==> config.mk <==
export PLATFORM = sky130hd
export DESIGN_NAME = vic_ctrl
export DESIGN_NICKNAME = d
export VERILOG_FILES = /design/src/rtl/vic_pkg.sv /design/src/rtl/vic_pend.sv /design/src/rtl/vic_arb.sv /design/src/rtl/vic_vec.sv /design/src/rtl/vic_ctrl.sv
export SDC_FILE = /design/constraint.sdc
export NUM_CORES = 1
export LEC_CHECK = 0
export BUFFER_PORTS_ARGS = -buffer_cell sky130_fd_sc_hd__buf_2
export CORE_MARGIN = 8
export CORE_UTILIZATION = 62
export CTS_BUF_LIST = sky130_fd_sc_hd__clkbuf_8 sky130_fd_sc_hd__clkbuf_16
export DETAILED_ROUTE_END_ITERATION = 6
export GPL_TIMING_DRIVEN = 1
export PLACE_DENSITY = 0.95
export RECOVER_POWER = 25
export SYNTH_ARGS = -nofsm -noshare
export SYNTH_HDL_FRONTEND = slang
export SYNTH_HIERARCHICAL = 1
export SYNTH_SLANG_ARGS = --single-unit
==> constraint.sdc <==
create_clock -name clk_i -period 78.8 [get_ports clk_i]
set_input_delay 7.88 -clock clk_i [delete_from_list [all_inputs] [get_ports clk_i]]
set_output_delay 7.88 -clock clk_i [all_outputs]
set_load 0.1 [all_outputs]
==> src/rtl/vic_pkg.sv <==
package vic_pkg;
  localparam int PRIO_W     = 3;
  localparam int LVL_W      = 4;
  localparam int TRAP_SLOTS = 8;
  localparam int ADDR_W     = 24;
  localparam logic [ADDR_W-1:0] PRI_BASE = 24'h000004;
  localparam logic [ADDR_W-1:0] ALT_BASE = 24'h000104;
endpackage

==> src/rtl/vic_pend.sv <==
module vic_pend #(
  parameter int W = 4
) (
  input  logic         clk_i,
  input  logic         rst_ni,
  input  logic [W-1:0] set_i,
  input  logic [W-1:0] clr_i,
  output logic [W-1:0] nxt_o
);
  logic [W-1:0] pend_q;

  // set has priority over retire
  assign nxt_o = (pend_q & ~clr_i) | set_i;

  always_ff @(posedge clk_i or negedge rst_ni)
    if (!rst_ni) pend_q <= '0;
    else         pend_q <= nxt_o;

  p_set_holds_r1: assert property (@(posedge clk_i) disable iff (!rst_ni)
    (|set_i) |=> ((pend_q & $past(set_i)) == $past(set_i)));
  p_clear_takes_r1: assert property (@(posedge clk_i) disable iff (!rst_ni)
    (|(clr_i & ~set_i)) |=> ((pend_q & $past(clr_i & ~set_i)) == '0));
endmodule

==> src/rtl/vic_arb.sv <==
module vic_arb #(
  parameter int N      = 26,
  parameter int PRIO_W = 3,
  localparam int IDX_W = (N > 1) ? $clog2(N) : 1
) (
  input  logic              clk_i,
  input  logic              rst_ni,
  input  logic [N-1:0]      elig_i,
  input  logic [N*PRIO_W-1:0] prio_i,
  output logic              valid_o,
  output logic [IDX_W-1:0]  idx_o,
  output logic [PRIO_W-1:0] prio_o
);
  // descending scan with >= leaves the lowest index on ties
  always_comb begin
    valid_o = 1'b0;
    idx_o   = '0;
    prio_o  = '0;
    for (int i = N - 1; i >= 0; i--) begin
      if (elig_i[i] && prio_i[i*PRIO_W +: PRIO_W] >= prio_o) begin
        valid_o = 1'b1;
        idx_o   = IDX_W'(i);
        prio_o  = prio_i[i*PRIO_W +: PRIO_W];
      end
    end
  end

  for (genvar g = 0; g < N; g++) begin : g_chk
    p_best_r3: assert property (@(posedge clk_i) disable iff (!rst_ni)
      elig_i[g] |-> (valid_o && prio_i[g*PRIO_W +: PRIO_W] <= prio_o));
    p_tie_r3: assert property (@(posedge clk_i) disable iff (!rst_ni)
      (elig_i[g] && prio_i[g*PRIO_W +: PRIO_W] == prio_o) |-> (idx_o <= IDX_W'(g)));
  end
endmodule

==> src/rtl/vic_vec.sv <==
module vic_vec
  import vic_pkg::*;
#(
  parameter int VEC_W = 6
) (
  input  logic [VEC_W-1:0]  vec_i,
  input  logic              alt_i,
  output logic [ADDR_W-1:0] addr_o
);
  // two address units per table entry
  assign addr_o = (alt_i ? ALT_BASE : PRI_BASE) + ADDR_W'({vec_i, 1'b0});
endmodule

==> src/rtl/vic_ctrl.sv <==
module vic_ctrl
  import vic_pkg::*;
#(
  parameter int N_IRQ  = 26,
  parameter int N_TRAP = 4,
  localparam int VEC_W  = $clog2(TRAP_SLOTS + N_IRQ),
  localparam int IDX_W  = (N_IRQ > 1) ? $clog2(N_IRQ) : 1,
  localparam int TOP_LVL = (1 << LVL_W) - 1
) (
  input  logic                    clk_i,
  input  logic                    rst_ni,
  input  logic [N_IRQ-1:0]        irq_req_i,
  input  logic [N_IRQ-1:0]        irq_en_i,
  input  logic [N_IRQ*PRIO_W-1:0] irq_prio_i,
  input  logic [N_TRAP-1:0]       trap_req_i,
  input  logic [LVL_W-1:0]        cpu_prio_i,
  input  logic                    alt_tbl_i,
  input  logic                    ack_i,
  output logic                    irq_o,
  output logic [VEC_W-1:0]        vec_num_o,
  output logic [ADDR_W-1:0]       vec_addr_o,
  output logic [LVL_W-1:0]        new_prio_o
);
  logic                irq_q, alt_q, ack_take;
  logic [VEC_W-1:0]    vec_q, vec_d;
  logic [LVL_W-1:0]    lvl_q, lvl_d, np_q;
  logic [N_IRQ-1:0]    irq_clr, irq_nxt, elig;
  logic [N_TRAP-1:0]   trap_clr, trap_nxt;
  logic                arb_valid;
  logic [IDX_W-1:0]    arb_idx;
  logic [PRIO_W-1:0]   arb_prio;
  logic                trap_any;
  logic [VEC_W-1:0]    trap_vec;
  logic [LVL_W-1:0]    trap_lvl;

  assign ack_take = ack_i & irq_q;

  for (genvar i = 0; i < N_IRQ; i++) begin : g_irq
    assign irq_clr[i] = ack_take && (vec_q == VEC_W'(TRAP_SLOTS + i));
    assign elig[i]    = irq_nxt[i] && irq_en_i[i]
                        && (irq_prio_i[i*PRIO_W +: PRIO_W] != '0)
                        && (LVL_W'(irq_prio_i[i*PRIO_W +: PRIO_W]) > cpu_prio_i);
  end
  for (genvar k = 0; k < N_TRAP; k++) begin : g_trap
    assign trap_clr[k] = ack_take && (vec_q == VEC_W'(k));
  end

  vic_pend #(.W(N_IRQ)) u_irq_pend (
    .clk_i(clk_i), .rst_ni(rst_ni), .set_i(irq_req_i), .clr_i(irq_clr), .nxt_o(irq_nxt));
  vic_pend #(.W(N_TRAP)) u_trap_pend (
    .clk_i(clk_i), .rst_ni(rst_ni), .set_i(trap_req_i), .clr_i(trap_clr), .nxt_o(trap_nxt));

  vic_arb #(.N(N_IRQ), .PRIO_W(PRIO_W)) u_arb (
    .clk_i(clk_i), .rst_ni(rst_ni), .elig_i(elig), .prio_i(irq_prio_i),
    .valid_o(arb_valid), .idx_o(arb_idx), .prio_o(arb_prio));

  // lowest pending trap; trap k runs at level TOP_LVL-k
  always_comb begin
    trap_any = 1'b0;
    trap_vec = '0;
    trap_lvl = '0;
    for (int k = N_TRAP - 1; k >= 0; k--) begin
      if (trap_nxt[k]) begin
        trap_any = 1'b1;
        trap_vec = VEC_W'(k);
        trap_lvl = LVL_W'(TOP_LVL - k);
      end
    end
  end

  always_comb begin
    if (trap_any) begin
      vec_d = trap_vec;
      lvl_d = trap_lvl;
    end else if (arb_valid) begin
      vec_d = VEC_W'(TRAP_SLOTS) + VEC_W'(arb_idx);
      lvl_d = LVL_W'(arb_prio);
    end else begin
      vec_d = '0;
      lvl_d = '0;
    end
  end

  always_ff @(posedge clk_i or negedge rst_ni) begin
    if (!rst_ni) begin
      irq_q <= 1'b0;
      vec_q <= '0;
      lvl_q <= '0;
      alt_q <= 1'b0;
      np_q  <= '0;
    end else begin
      irq_q <= trap_any | arb_valid;
      vec_q <= vec_d;
      lvl_q <= lvl_d;
      alt_q <= alt_tbl_i;
      if (ack_take) np_q <= lvl_q;
    end
  end

  vic_vec #(.VEC_W(VEC_W)) u_vec (.vec_i(vec_q), .alt_i(alt_q), .addr_o(vec_addr_o));

  assign irq_o      = irq_q;
  assign vec_num_o  = vec_q;
  assign new_prio_o = np_q;

  p_above_cpu_r2: assert property (@(posedge clk_i) disable iff (!rst_ni)
    (irq_o && vec_num_o >= VEC_W'(TRAP_SLOTS)) |-> (lvl_q > $past(cpu_prio_i)));
  p_trap_first_r4: assert property (@(posedge clk_i) disable iff (!rst_ni)
    (|trap_nxt) |=> (irq_o && vec_num_o < VEC_W'(TRAP_SLOTS)));
  p_idle_ack_r9: assert property (@(posedge clk_i) disable iff (!rst_ni)
    !(ack_i && irq_o) |=> $stable(new_prio_o));
endmodule

Word-level counts from Yosys, hierarchy flattened
Cells that the tools add are included.
{"block": "totals", "out_inout_bits": 35, "ff_bits": 46}
{"block": "classes", "n_lt_le_gt_ge": 52, "n_reduce_logical": 161, "muxes": 95, "eq_ne": 29, "add_sub_neg": 2, "bitwise_logic": 8}
{"operator": "logical AND 1 bit", "count": 134}
{"operator": "two-way mux 5 bit", "count": 26}
{"operator": "> comparator 3 x 4 -> 1 bit", "count": 26}
{"operator": "== test 6 x 5 -> 1 bit, second input constant", "count": 16}
{"operator": "two-way mux 3 bit", "count": 27}
{"operator": "nonzero test 3 bit", "count": 26}
{"operator": ">= comparator 3 bit", "count": 25}
{"operator": "== test 6 x 4 -> 1 bit, second input constant", "count": 8}
{"operator": "two-way mux 1 bit", "count": 30}
{"operator": "two-way mux 6 bit", "count": 5}
{"operator": "AND 26 bit", "count": 1}
{"operator": "NOT 26 bit", "count": 1}
{"operator": "OR 26 bit", "count": 1}
{"operator": "adder 24 x 7 -> 24 bit", "count": 1}
{"operator": "two-way mux 4 bit", "count": 5}
{"operator": "== test 6 x 2 -> 1 bit, second input constant", "count": 2}
{"operator": "== test 6 bit, second input constant", "count": 2}
{"operator": "two-way mux 9 bit", "count": 1}
{"operator": "adder 4 x 5 -> 6 bit, first input constant", "count": 1}
{"operator": "== test 6 x 1 -> 1 bit, second input constant", "count": 1}
{"operator": "zero test 6 bit", "count": 1}
{"operator": "AND 4 bit", "count": 1}
{"operator": "NOT 4 bit", "count": 1}
{"operator": "OR 4 bit", "count": 1}
{"operator": "4 further kinds", "count": 4}

Longest topological paths before layout
{"block": "depth", "ltp_word": 88, "depth_mapped": 193, "depth_no_buf": 191}

By module
The synthesis kept the hierarchy.
{"mod": "vic_arb", "area_per_inst_um2": 4141.5, "seq_area_each_um2": 0.0, "cells_per_inst": 621, "n_inst": 1}
{"mod": "vic_ctrl", "area_per_inst_um2": 3037.9, "seq_area_each_um2": 400.4, "cells_per_inst": 379, "n_inst": 1}
{"mod": "vic_pend at u_irq_pend", "area_per_inst_um2": 943.4, "seq_area_each_um2": 650.6, "cells_per_inst": 78, "n_inst": 1}
{"mod": "vic_vec", "area_per_inst_um2": 203.9, "seq_area_each_um2": 0.0, "cells_per_inst": 28, "n_inst": 1}
{"mod": "vic_pend at u_trap_pend", "area_per_inst_um2": 145.1, "seq_area_each_um2": 100.1, "cells_per_inst": 12, "n_inst": 1}

Least setup slack after synthesis
Ideal clock, no wire load.
{"block": "synth_path", "path_kind": "input port to flip-flop", "from": "input cpu_prio_i[1]", "to": "register vec_q[4], in the netlist vec_num_o[4]", "path_buffers": 2, "stages": 180, "setup_ps": 120, "slack_ps": 35912, "required_time_ps": 78680, "t_arrival_ps": 42768, "path_cell_list": "inv_1 -> ha_1 -> nor2b_1 -> o21a_1 -> o211a_1 -> and2_1 -> ha_1 -> nand2b_4 -> a211oi_1 -> nor2_1 -> mux2_2 -> ha_1 -> nand2b_1 -> a31oi_1 -> nor3_1 -> o21ai_0 -> mux2_2 -> ha_1 -> (+144 left out) -> a22o_1 -> a221oi_2 -> inv_1 -> ha_1 -> nand2b_1 -> a21o_1 -> maj3_1 -> nand2_1 -> mux2i_1 -> ha_1 -> nand2b_1 -> a21oi_1 -> nor2b_1 -> o21ai_1 -> and3_1 -> nor3b_1 -> ha_1 -> and3_1"}
{"block": "synth_between", "elab_chain_len": 82, "elab_cells_between_ends": 183, "cone_classes": "add/sub (1); order compare (51); mux (79); reduce/logical (52)"}
{"element": "start, declared", "line_no": "vic_ctrl.sv:16", "rtl": "input logic [LVL_W-1:0] cpu_prio_i,"}
{"element": "> comparator 3 x 4 -> 1 bit *", "line_no": "vic_ctrl.sv:42", "rtl": "&& (LVL_W'(irq_prio_i[i*PRIO_W +: PRIO_W]) > cpu_prio_i);"}
{"element": "logical AND 1 bit *", "line_no": "vic_ctrl.sv:42"}
{"element": "named net elig[25]", "line_no": "vic_ctrl.sv:27", "rtl": "logic [N_IRQ-1:0] irq_clr, irq_nxt, elig;"}
{"element": "logical AND 1 bit *", "line_no": "vic_arb.sv:20", "rtl": "if (elig_i[i] && prio_i[i*PRIO_W +: PRIO_W] >= prio_o) begin"}
{"element": "two-way mux 3 bit", "line_no": "vic_arb.sv:20"}
{"element": ">= comparator 3 bit", "line_no": "vic_arb.sv:20"}
{"element": "logical AND 1 bit", "line_no": "vic_arb.sv:20"}
{"element": "two-way mux 3 bit", "line_no": "vic_arb.sv:20"}
{"element": "(+69 left out)"}
{"element": ">= comparator 3 bit", "line_no": "vic_arb.sv:20"}
{"element": "logical AND 1 bit", "line_no": "vic_arb.sv:20"}
{"element": "two-way mux 5 bit *", "line_no": "vic_arb.sv:20"}
{"element": "named net arb_idx[3]", "line_no": "vic_ctrl.sv:30", "rtl": "logic [IDX_W-1:0] arb_idx;"}
{"element": "adder 4 x 5 -> 6 bit *", "line_no": "vic_ctrl.sv:76", "rtl": "vec_d = VEC_W'(TRAP_SLOTS) + VEC_W'(arb_idx);"}
{"element": "two-way mux 6 bit *", "line_no": "vic_ctrl.sv:75", "rtl": "end else if (arb_valid) begin"}
{"element": "two-way mux 6 bit *", "line_no": "vic_ctrl.sv:72", "rtl": "if (trap_any) begin"}
{"element": "named net vec_d[4]", "line_no": "vic_ctrl.sv:25", "rtl": "logic [VEC_W-1:0] vec_q, vec_d;"}
{"element": "end signal, assigned", "line_no": "vic_ctrl.sv:93", "rtl": "vec_q <= vec_d;"}
{"element": "end, declared", "line_no": "vic_ctrl.sv:25"}
Mark *: on every way through the listed nets, which the timed path passes. The rest lies on a longest branch.
A chain may end at the register's enable or synchronous reset.

Worst setup path in the final report
{"block": "layout_path", "from": "input cpu_prio_i[1]", "to": "register lvl_q[0]"}
{"block": "layout_between", "elab_chain_len": 81, "elab_cells_between_ends": 157, "cone_classes": "order compare (51); mux (54); reduce/logical (52)"}
{"element": "> comparator 3 x 4 -> 1 bit *", "line_no": "vic_ctrl.sv:42"}
{"element": "logical AND 1 bit *", "line_no": "vic_ctrl.sv:42"}
{"element": "named net elig[25]", "line_no": "vic_ctrl.sv:27"}
{"element": "logical AND 1 bit *", "line_no": "vic_arb.sv:20"}
{"element": "two-way mux 3 bit", "line_no": "vic_arb.sv:20"}
{"element": ">= comparator 3 bit", "line_no": "vic_arb.sv:20"}
{"element": "logical AND 1 bit", "line_no": "vic_arb.sv:20"}
{"element": "two-way mux 3 bit", "line_no": "vic_arb.sv:20"}
{"element": "(+68 left out)"}
{"element": "two-way mux 3 bit", "line_no": "vic_arb.sv:20"}
{"element": ">= comparator 3 bit", "line_no": "vic_arb.sv:20"}
{"element": "logical AND 1 bit", "line_no": "vic_arb.sv:20"}
{"element": "two-way mux 1 bit *", "line_no": "vic_arb.sv:20"}
{"element": "named net arb_valid", "line_no": "vic_ctrl.sv:29", "rtl": "logic arb_valid;"}
{"element": "two-way mux 3 bit *", "line_no": "vic_ctrl.sv:75"}
{"element": "two-way mux 4 bit *", "line_no": "vic_ctrl.sv:72"}
{"element": "named net lvl_d[0]", "line_no": "vic_ctrl.sv:26", "rtl": "logic [LVL_W-1:0] lvl_q, lvl_d, np_q;"}
{"element": "end signal, assigned", "line_no": "vic_ctrl.sv:94", "rtl": "lvl_q <= lvl_d;"}
{"element": "end, declared", "line_no": "vic_ctrl.sv:26"}
Marks and branches as above.

==> results.cfg <==
[pwr]
p_int_mw = 0.0669
fin_total_pwr_mw = 0.127
leakage_nw = 4.41
p_sw_share_pct = 47.4
power_frac_comb_pct = 63.5
power_frac_seq_pct = 19.0
power_frac_clock_pct = 17.4
p_sw_mw = 0.0601
p_per_area_nw_per_um2 = 13.4
ir_worst_vdd_mv = 0.00908

[job]
maxCapViolations = 1

[synthesis]
synthFlopType = dfrtp_1
synth_largest_type_area_fraction_pct = 16.5
synth_cell_types = 100
ys_ff_latch = 46
yosys_warnings = 6
avgSynthCellArea_um2 = 7.58
yosysSeqAreaShare_pct = 13.6
async_flop_share_pct = 100
yosysTopAreaCell = ha_1
netlist_instances = 1118
synthTopCellsByArea = ha_1, dfrtp_1, inv_1
synth_area_um2 = 8470
synth_edf_count = 0

[floorplan]
dieArea_um2 = 17700
num_io_pins = 177
start_util_pct = 63.7
core_um2 = 13300
die_h_um = 133
die_x_um = 133
num_rows = 42

[layout]
antenna_cells = 0
drive_above_1_share_pct = 17.9
final_cells = 1452
nets = 1529
mostFrequentLayoutCell = buf_2
area_growth_pct = 12.2
most-common-layout-cells = buf_2, ha_1, inv_1

[routing]
drtIter0Drc = 903
vias = 9228
drt-wirelength-per-cell_um = 18.2
detail-route-antenna-nets = 0
first_pass_iters = 6
drcViolationCount = 0
via_per_inst = 6.36
wirelength_um = 26400

[timing]
fin_crit_ns = 46.88
max-slew-margin-rel_pct = -72.9
setup_tns_ns = 0
slew_violations = 47
post-route-period-util_pct = 59.5
tightest_slew_ns = 2.59
setup_violations = 0
finalHoldViolCount = 0
clock.fmax_mhz = 21.3
fin_skew_ns = 0.0100
rsz0062_at_grt = no

[placement]
gp_congestion = 0.988
placed_cells = 1444
dp_hpwl_um = 21000
io_buffer_count = 160

[critical_path]
cp.required_ns = 78.97
max_stage_delay_ns = 0.60
cpMaxStageDelayCell = a221oi_1
crit_type = input port to register
critPathCaptureType = register
startpoint_type = input port
r2r_slack_ns = 38.93
worstPathArrival_ns = 47.05
cpMostUsedCell = ha_1
path_max_fanout = 26

[clock_network]
clock_sinks = 46
numCtsBuffers = 5
htreeDepth = 2
cts-resized-gates = 0
cts_setup_buffers = 0
ctsHoldBuffers = 0
clk_pin_slew_ns = 0.07
clockRootBuffer = clkbuf_16
cts_tree = built
insertion_delay_ns = 0.30
clock_path_buffers = 2

[global_route]
track_usage_pct = 28.4
grt_max_degree = 47
grt_pass1_vias = 8937
gr-total-overflow = 0
grt_pass1_wl_um = 42500
grt_antenna_before_repair = 0

[run_status]
status = finished with violations
violations = max-capacitance violations, max-slew violations

[hold_path]
hp-class = register to register
==> per-layer routing <==
layer / global-route usage [%] / vias to the layer above / wire length [um]
met5: 0 / - / 0
met4: 13.2 / 0 / 1020
met3: 5.15 / 73 / 2040
met2: 48.3 / 448 / 12300
met1: 34.0 / 4254 / 11000
li1: - / 4453 / -
==> sequential cells by signal, summed over array words and instances (netlist names) <==
name                count
alt_q                   1
u_trap_pend/pend_q      4
lvl_q                   4
irq_o                   1
vec_num_o               6
new_prio_o              4
u_irq_pend/pend_q      26
==> power groups by stage <==
stage / Combinational (mW) / Sequential [mW] / Clock [mW]
finish: 0.0806 / 0.0242 / 0.0222
global route: 0.0885 / 0.0242 / 0.0235
CTS: 0.0790 / 0.0242 / 0.0224
detailed placement: 0.0782 / 0.0246 / 0
global placement: 0.0752 / 0.0246 / 0
floorplan: 0.0582 / 0.0257 / 0
==> cells by family (layout without fill, tap and decap cells) <==
| logic type | after synthesis | after routing | synth area share, % |
|---|---|---|---|
| flip-flops | 46 | 46 | 13.6 |
| other | 1 | 16 | 0.0443 |
| buffers and inverters | 140 | 283 | 7.34 |
| adder cells (fa/ha/maj) | 121 | 121 | 17.6 |
| multiplexers | 17 | 17 | 2.19 |
| AND/OR/NAND/NOR | 452 | 452 | 28.5 |
| XOR/XNOR | 3 | 3 | 0.310 |
| AO/OA/AOI/OAI | 338 | 338 | 30.4 |
==> Yosys cell counts (all sizes together) (4+ instances only) <==
library cell  count
a22oi             4
clkbuf            5
a21oi            42
a31oi            23
dfrtp            46
o21ai            48
or2              10
nand4             7
nor2             71
buf              24
or3               7
a211oi           27
o22ai             5
and3             14
nor3             61
o2111ai           4
nor3b             8
o211a            22
o211ai           21
nand2           102
maj3              9
ha              112
mux2i             5
mux2             12
a211o             4
a21boi            8
nand4b           13
nand2b           31
nor4              6
a21o             42
o21a             30
and2             24
nand3            54
nor2b            33
o31ai             7
a311oi            4
inv             111
==> stage by stage <==
stage / util, % / worst slack [ns] / hold WS, ns / area [um2]
finish: 71.5 / 31.92 / 0.475 / 9510
floorplan: - / 35.91 / 0.445 / 8530
CTS: 71.6 / 32.54 / 0.478 / 9530
global route: 71.5 / 29.40 / 0.498 / 9510
global placement: 70.5 / 33.50 / 0.455 / 9380
detailed placement: 70.5 / 32.45 / 0.461 / 9380
==> worst max-delay path, delay by kind of cell <==
kind | cells | cell delay, ns
mux | 9 | 3.05
fa+ha+maj | 33 | 9.46
buf+inv | 6 | 0.82
compound gates | 63 | 14.25
simple gates | 70 | 11.57
==> path summary, 6_finish.rpt <==
check	cells after the start	start	end
hold / removal	1	u_irq_pend/pend_q[20]	u_irq_pend/pend_q[20]
min in group asynchronous	1	rst_ni	u_irq_pend/pend_q[1]
setup / recovery	181	cpu_prio_i[1]	lvl_q[0]
setup reg to reg	182	vec_num_o[1]	lvl_q[0]
hold reg to reg	1	u_irq_pend/pend_q[20]	u_irq_pend/pend_q[20]
max in group asynchronous	1	rst_ni	alt_q
==> area by class of cell <==
cell class / count / area, um2
Timing Repair Buffer: 164 / 828
Fill cell: 1047 / 3790
Clock inverter: 3 / 23.8
Multi-Input combinational cell: 947 / 6740
Sequential cell: 46 / 1150
Inverter: 111 / 419
Tap cell: 176 / 220
Clock buffer: 5 / 125
Note: power is estimated with default switching activity, not from simulation.
